File: config.mk
export PLATFORM = sky130hd
export DESIGN_NAME = irq_lvl_resolver
export DESIGN_NICKNAME = d
export VERILOG_FILES = /design/src/rtl/irq_lvl_pkg.sv /design/src/rtl/irq_lvl_dp.sv /design/src/rtl/irq_lvl_ctl.sv /design/src/rtl/irq_lvl_resolver.sv
export SDC_FILE = /design/constraint.sdc
export NUM_CORES = 1
export LEC_CHECK = 0
export BUFFER_PORTS_ARGS = -buffer_cell sky130_fd_sc_hd__buf_2
export CAP_MARGIN = 25
export CELL_PAD_IN_SITES_DETAIL_PLACEMENT = 1
export CELL_PAD_IN_SITES_GLOBAL_PLACEMENT = 2
export CORE_AREA = 2 2 64 82
export CTS_CLUSTER_DIAMETER = 60
export CTS_CLUSTER_SIZE = 12
export DETAILED_ROUTE_END_ITERATION = 10
export DIE_AREA = 0 0 66 84
export PLACE_DENSITY = 0.94
export SLEW_MARGIN = 20
export SYNTH_ARGS = -nofsm -noshare
export SYNTH_HDL_FRONTEND = slang
export SYNTH_SLANG_ARGS = --single-unit
File: constraint.sdc
create_clock -name clk -period 7.4 [get_ports clk]
set_input_delay 0.37 -clock clk [delete_from_list [all_inputs] [get_ports clk]]
set_output_delay 0.37 -clock clk [all_outputs]
set_load 0.05 [all_outputs]
File: src/rtl/irq_lvl_pkg.sv
package irq_lvl_pkg;
  typedef struct packed {
    logic load;   // take the new winning index and raise the request
    logic clear;  // drop the request and zero the index
  } irqStrobe_t;
endpackage

File: src/rtl/irq_lvl_dp.sv
module irq_lvl_dp
  import irq_lvl_pkg::*;
#(
  parameter int LVL_N    = 16,
  parameter int TT_W     = 9,
  parameter int TL_W     = 3,
  parameter int FOLD_LVL = 14,
  parameter logic [TT_W-1:0] EXT_BASE = 9'h040
) (
  input  logic                     clk,
  input  logic                     rstN,
  input  logic [LVL_N-1:0]         extLvl,
  input  logic [LVL_N:0]           softInt,
  input  logic [$clog2(LVL_N)-1:0] curLvl,
  input  logic [TL_W-1:0]          trapLvl,
  input  logic [TT_W-1:0]          curTT,
  input  irqStrobe_t               strb,
  output logic                     anyAbove,
  output logic                     suppress,
  output logic                     differs,
  output logic [TT_W-1:0]          idxQ
);
  localparam int LW = $clog2(LVL_N);
  localparam logic [TT_W-1:0] BASE_HI = EXT_BASE >> LW;

  logic [LVL_N-1:0] pend;
  logic [LVL_N:0]   thresh;
  logic [LW-1:0]    winLvl;
  logic [TT_W-1:0]  newIdx;

  // merge sources; timer-match flags fold onto one level
  always_comb begin
    pend = extLvl | {softInt[LVL_N-1:1], 1'b0};
    if (softInt[0] | softInt[LVL_N]) pend[FOLD_LVL] = 1'b1;
  end

  assign thresh   = (LVL_N+1)'(2) << curLvl;
  assign anyAbove = {1'b0, pend} >= thresh;

  // highest set bit; only meaningful when anyAbove
  always_comb begin
    winLvl = '0;
    for (int i = 0; i < LVL_N; i++)
      if (pend[i]) winLvl = LW'(i);
  end

  assign newIdx   = EXT_BASE | TT_W'(winLvl);
  assign suppress = (trapLvl != '0) && (curTT > newIdx) && ((curTT >> LW) == BASE_HI);
  assign differs  = newIdx != idxQ;

  always_ff @(posedge clk) begin
    if (!rstN)          idxQ <= '0;
    else if (strb.clear) idxQ <= '0;
    else if (strb.load)  idxQ <= newIdx;
  end
endmodule

File: src/rtl/irq_lvl_ctl.sv
module irq_lvl_ctl
  import irq_lvl_pkg::*;
(
  input  logic       clk,
  input  logic       rstN,
  input  logic       vecBusy,
  input  logic       intEn,
  input  logic       anyAbove,
  input  logic       suppress,
  input  logic       differs,
  output irqStrobe_t strb,
  output logic       reqQ
);
  always_comb begin
    strb = '0;
    if (!vecBusy) begin
      if (!anyAbove)                 strb.clear = reqQ;
      else if (intEn)                strb.load  = !suppress && differs;
      else                           strb.clear = reqQ;
    end
  end

  always_ff @(posedge clk) begin
    if (!rstN)          reqQ <= 1'b0;
    else if (strb.clear) reqQ <= 1'b0;
    else if (strb.load)  reqQ <= 1'b1;
  end
endmodule

File: src/rtl/irq_lvl_resolver.sv
module irq_lvl_resolver
  import irq_lvl_pkg::*;
#(
  parameter int LVL_N    = 16,
  parameter int TT_W     = 9,
  parameter int TL_W     = 3,
  parameter int FOLD_LVL = 14,
  parameter logic [TT_W-1:0] EXT_BASE = 9'h040
) (
  input  logic                     clk,
  input  logic                     rstN,
  input  logic [LVL_N-1:0]         extLvl,
  input  logic [LVL_N:0]           softInt,
  input  logic [$clog2(LVL_N)-1:0] curLvl,
  input  logic                     intEn,
  input  logic                     vecBusy,
  input  logic [TL_W-1:0]          trapLvl,
  input  logic [TT_W-1:0]          curTT,
  output logic [TT_W-1:0]          irqIdx,
  output logic                     irqReq
);
  irqStrobe_t strb;
  logic anyAbove, suppress, differs;

  irq_lvl_dp #(.LVL_N(LVL_N), .TT_W(TT_W), .TL_W(TL_W),
               .FOLD_LVL(FOLD_LVL), .EXT_BASE(EXT_BASE)) dp_i (
    .clk(clk), .rstN(rstN), .extLvl(extLvl), .softInt(softInt),
    .curLvl(curLvl), .trapLvl(trapLvl), .curTT(curTT), .strb(strb),
    .anyAbove(anyAbove), .suppress(suppress), .differs(differs), .idxQ(irqIdx)
  );

  irq_lvl_ctl ctl_i (
    .clk(clk), .rstN(rstN), .vecBusy(vecBusy), .intEn(intEn),
    .anyAbove(anyAbove), .suppress(suppress), .differs(differs),
    .strb(strb), .reqQ(irqReq)
  );
endmodule

# Word level (Yosys, flattened, before mapping)
# Index checks and enable logic that the tools add are counted.
[totals] regBits=6
[classes] n_lt_le_gt_ge=2 n_eq_ne=2 shifts=1 n_mux=21 bitwise=3 reduce_logical=6
[op_table] operator="4-bit two-way mux" count=14
[op_table] operator="16-bit by 17-bit >= comparator with 1-bit output" count=1
[op_table] operator="2-bit by 4-bit << shifter with 17-bit output (first input constant)" count=1
[op_table] operator="16-bit OR" count=1
[op_table] operator="9-bit by 7-bit greater-than comparator with 1-bit output" count=1
[op_table] operator="1-bit two-way mux" count=6
[op_table] operator="5-bit by 3-bit equality test with 1-bit output (second input constant)" count=1
[op_table] operator="5-bit != test" count=1
[op_table] operator="1-bit logical AND" count=3
[op_table] operator="3-bit nonzero test" count=1
[op_table] operator="2-bit two-way mux" count=1
[op_table] operator="2-bit OR reduction" count=1
[op_table] operator="1-bit zero test" count=1
[op_table] operator="1-bit NOT" count=1
[op_table] operator="1-bit OR" count=1

# Depth between registers and ports, before layout
[logic_depth] word_depth=25 mapped_depth=14 ltp_nobuf=14

# Cells and area by module
# A second synthesis with hierarchy kept.
[hier_totals] hier_cells=159 hier_area_um2=1196.1
[modules_own_cells] module="irq_lvl_dp" n_inst=1 cells_each=150 area_per_inst_um2=1128.6 seq_area_each_um2=100.1
[modules_own_cells] module="irq_lvl_ctl" n_inst=1 cells_each=9 area_per_inst_um2=67.6 seq_area_each_um2=20.0

# Worst setup path after synthesis
# Ideal clock, no wire load.
[synth_path] kind="input to register" from="input port softInt[13]" to="register dp_i.idxQ[2]" setup_ns=0.091 t_arrival_ns=2.727 t_required_ns=7.309 slack_ns=4.582 stages=10 path_buffers=0 path_cell_list="or4_4 or3_4 a31oi_2 ha_1 o21a_1 o21ai_0 a21oi_1 nor3b_2 a21oi_1 a311oi_1"
[synth_via] elab_chain_len=12 word_cells_on_any_way=16 cone_classes="2 x order compare; 1 x eq/ne; 7 x mux; 1 x bitwise; 5 x reduce/logical"
[synth_rtl] element="from (decl)" line="irq_lvl_resolver.sv:13" text="input logic [LVL_N:0] softInt,"
[synth_rtl] element="16-bit OR (*)" line="irq_lvl_dp.sv:33" text="pend = extLvl | {softInt[LVL_N-1:1], 1'b0};"
[synth_rtl] element="4-bit two-way mux (3 in a row)" line="irq_lvl_dp.sv:44" text="if (pend[i]) winLvl = LW'(i);"
[synth_rtl] element="9-bit by 7-bit greater-than comparator with 1-bit output" line="irq_lvl_dp.sv:48" text="assign suppress = (trapLvl != '0) && (curTT > newIdx) && ((curTT >> LW) == BASE_HI);"
[synth_rtl] element="1-bit logical AND (2 in a row)" line="irq_lvl_dp.sv:48"
[synth_rtl] element="1-bit zero test" line="irq_lvl_ctl.sv:18" text="else if (intEn) strb.load = !suppress && differs;"
[synth_rtl] element="1-bit logical AND" line="irq_lvl_ctl.sv:18"
[synth_rtl] element="1-bit two-way mux" line="irq_lvl_ctl.sv:18"
[synth_rtl] element="1-bit two-way mux" line="irq_lvl_ctl.sv:17" text="if (!anyAbove) strb.clear = reqQ;"
[synth_rtl] element="2-bit two-way mux" line="irq_lvl_ctl.sv:16" text="if (!vecBusy) begin"
[synth_rtl] element="to (signal assigned)" line="irq_lvl_dp.sv:54" text="else if (strb.load) idxQ <= newIdx;"
[synth_rtl] element="to (decl)" line="irq_lvl_dp.sv:21" text="output logic [TT_W-1:0] idxQ"
# Mark *: on every way between the ends. The rest lies on a longest branch, timed or not.
# A chain may end at the register's enable or synchronous reset.

# Worst setup path in the final report
[layout_path] from="input port softInt[7]" to="register dp_i.idxQ[2]"
[layout_via] elab_chain_len=18 word_cells_on_any_way=22 cone_classes="2 x order compare; 1 x eq/ne; 13 x mux; 1 x bitwise; 5 x reduce/logical"
[layout_rtl] element="16-bit OR (*)" line="irq_lvl_dp.sv:33"
[layout_rtl] element="4-bit two-way mux (9 in a row)" line="irq_lvl_dp.sv:44"
[layout_rtl] element="9-bit by 7-bit greater-than comparator with 1-bit output" line="irq_lvl_dp.sv:48"
[layout_rtl] element="1-bit logical AND (2 in a row)" line="irq_lvl_dp.sv:48"
[layout_rtl] element="1-bit zero test" line="irq_lvl_ctl.sv:18"
[layout_rtl] element="1-bit logical AND" line="irq_lvl_ctl.sv:18"
[layout_rtl] element="1-bit two-way mux" line="irq_lvl_ctl.sv:18"
[layout_rtl] element="1-bit two-way mux" line="irq_lvl_ctl.sv:17"
[layout_rtl] element="2-bit two-way mux" line="irq_lvl_ctl.sv:16"
# Marks and branches as above.

==> out/metrics.cfg <==
[status]
run_status=complete, no violations

[yosys]
seq_area_frac_synth=0.0866
synthCells=156
synth_ff_type=dfxtp_1
synth_top_area_frac=0.206
synth_area_leaders=ha_1 (21%), dfxtp_1 (8.7%), nor2_1 (5.2%), or2_2 (4.3%), nand2_1 (3.9%)
syn_area_mm2=0.00116
synth-edff-count=0
synth.distinct_cells=46
synth.largest_area_cell=ha_1
yosysWarnings=0
synth_area_per_cell_um2=7.41
async_reset_ff_frac=0
ys_ff_latch=5

[clock_tree]
clkTransAtPathRegs_ns=0.04
cts_tree=built
htree_levels=1
root_buffer=clkbuf_8
cts_hold_buf=0
cts_resized=0
cts_setup_buffers=0
clk_latency_ns=0.23
numCtsBuffers=3
cts_sinks=5
cts_buffer_depth=2

[worst_setup_path]
start_kind=input pin
crit_path_end_kind=flip-flop
path_class=in -> reg
r2r-start=dp_i.idxQ[0]
arrival_ns=3.31
rr_worst_depth=5
path_common_cell=a21oi_1
worstPathRequired_ns=7.54
rrSetupSlack_ns=5.75
critPathMaxFanout=8
slowest_stage=a211oi_1
max_stage_delay_ns=0.48
path_cells=buf_2, nor4_1, o211ai_1, a211oi_1, ha_1, nor2b_1, o21a_1, o21ai_0, a21oi_1, nor3b_2, a21oi_1, a311oi_1
r2r_end=dp_i.idxQ[2]
cp-startpoint=softInt[7]

[power_and_ir_drop]
p_leak_nw=0.682
power.density_mw_per_mm2=99.5
vdd_drop_max_mv=0.0340

[routing]
dr_wl_met3_um=143
first_pass_iters=4
ant_nets=0
vias_per_cell=4.94
met2_length_um=2010
routed.top_layer=met4
drt-initial-drc-count=24
wl_met1_um=1290
num_vias=1358
wirelength_um=3530
wire_per_inst_um=12.8
drc=0

[sta]
worst_slew_pin_slew_ns=0.588
slew_viol_final=0
max_freq_mhz=315
fin_crit_ns=3.17
final.setup.tns_ns=0
skew_ns=0.00648
setup_viol=0
hold_viol=0
relSlewSlack=0.604
rsz0062_at_grt=false
fin_crit_sh=0.429
timing.final.ws_setup_ns=4.23

[global_route]
grt_usage=0.130
grt_pass1_wl_um=5720
grt_overflow=0
grt_pass1_vias=1364
antenna_found_initial=0
grt_start_max_net_pins=9

[floorplanning]
die_area_mm2=0.00554
fp.dieH_um=84
core_mm2=0.00486
initial_utilization=0.238
boundaryPins=63
rows=29
die_w_um=66

[hold_path]
min_to=dp_i.idxQ[1]
hold_start=vecBusy
hp-class=in -> reg
hold_path_depth=4

[place]
placed_area_mm2=0.00149
place_ws_ns=3.98
hpwl_um=3230
port_buffers=57
place_inst=271
place_congestion=0.780

[finish]
fin_area_mm2=0.00153
multiInputGateArea_um2=992
fill_cells=644
regArea_um2=100
layout.nets=286
fin_cells=275
area_delta_synth_final_pct=32.4
num_antenna_cells=0
drive_above_1_share=0.371

[job]
cap_violations=0

[registers in the layout, indices dropped and copies added (netlist names)]
name,count
dp_i.idxQ,4
ctl_i.reqQ,1
[report_power, final]
| group | switching, mW | internal [mW] |
|---|---|---|
| clock | 0.0158 | 0.0372 |
| combinational | 0.0409 | 0.0268 |
| sequential | 0.00240 | 0.0292 |
[cells by family after synthesis]
family / Yosys count / synth area share
buf+inv: 15 / 0.0649
fa+ha+maj: 19 / 0.206
mux: 1 / 0.00866
compound gates: 38 / 0.238
flops: 5 / 0.0866
other cells: 1 / 0.00324
simple gates: 75 / 0.378
xor+xnor: 2 / 0.0152
[per-stage QoR]
step | power [mW] | util | hold WS (ns)
after CTS | 0.155 | 0.315 | 0.515
after detailed placement | 0.100 | 0.305 | 0.530
after global routing | 0.163 | 0.315 | 0.530
after floorplan | 0.0757 | - | 0.598
after global placement | 0.0978 | 0.305 | 0.510
final | 0.152 | 0.315 | 0.513
[synth_stat cells, drive strengths merged (2+ instances only)]
cell / number
o211ai: 3
nor2b: 5
inv: 8
ha: 19
nand2: 12
nor4: 6
nor2: 17
dfxtp: 5
a21oi: 6
nor3: 3
a211oi: 5
nand3: 7
nand2b: 2
buf: 5
xor2: 2
o211a: 2
or4: 3
a311oi: 2
clkbuf: 2
or2: 10
or3: 3
nand4: 4
o21a: 2
o21ai: 8
a31oi: 2
o2111ai: 2
[cell usage in the layout, fill, tap and decap left out, types with 3 or more instances in the layout]
cell       n
a211oi_1   5
a21oi_1    6
buf_2     57
clkbuf_8   3
conb_1     4
dfxtp_1    5
ha_1      19
inv_1      7
nand2_1   12
nand3_1    7
nand4_1    4
nor2_1    16
nor2b_1    5
nor3_1     3
nor4_1     3
o211ai_1   3
o21ai_0    8
or2_2      8
[how the worst max path moves through the flow]
stage	end	slack (ns)	cells past startpoint
floorplan	dp_i.idxQ[2]	4.58	10
global placement	dp_i.idxQ[3]	4.07	12
detailed placement	dp_i.idxQ[2]	3.98	12
CTS	dp_i.idxQ[2]	4.22	12
global route	dp_i.idxQ[2]	3.97	12
finish	dp_i.idxQ[2]	4.23	12
[critical path: cells and delay by family]
| family | cells | cell delay, ns |
|---|---|---|
| AOI/OAI and AO/OA | 7 | 1.47 |
| adders and majority gates | 1 | 0.34 |
| and+or+nand+nor | 3 | 1.02 |
| buffers and inverters | 1 | 0.10 |
[layout make-up]
class	count	share of cell area
Multi-Input combinational cell	139	0.648
Timing Repair Buffer	57	0.186
Sequential cell	5	0.0654
Tap cell	62	0.0507
Clock buffer	4	0.0294
Inverter	8	0.0196
[layer usage]
metal	global-route usage	vias up
li1	-	692
met1	0.129	625
met2	0.256	35
met3	0.0121	6
met4	0.0612	0
met5	0	-
Power figures use the tool's default switching activity.
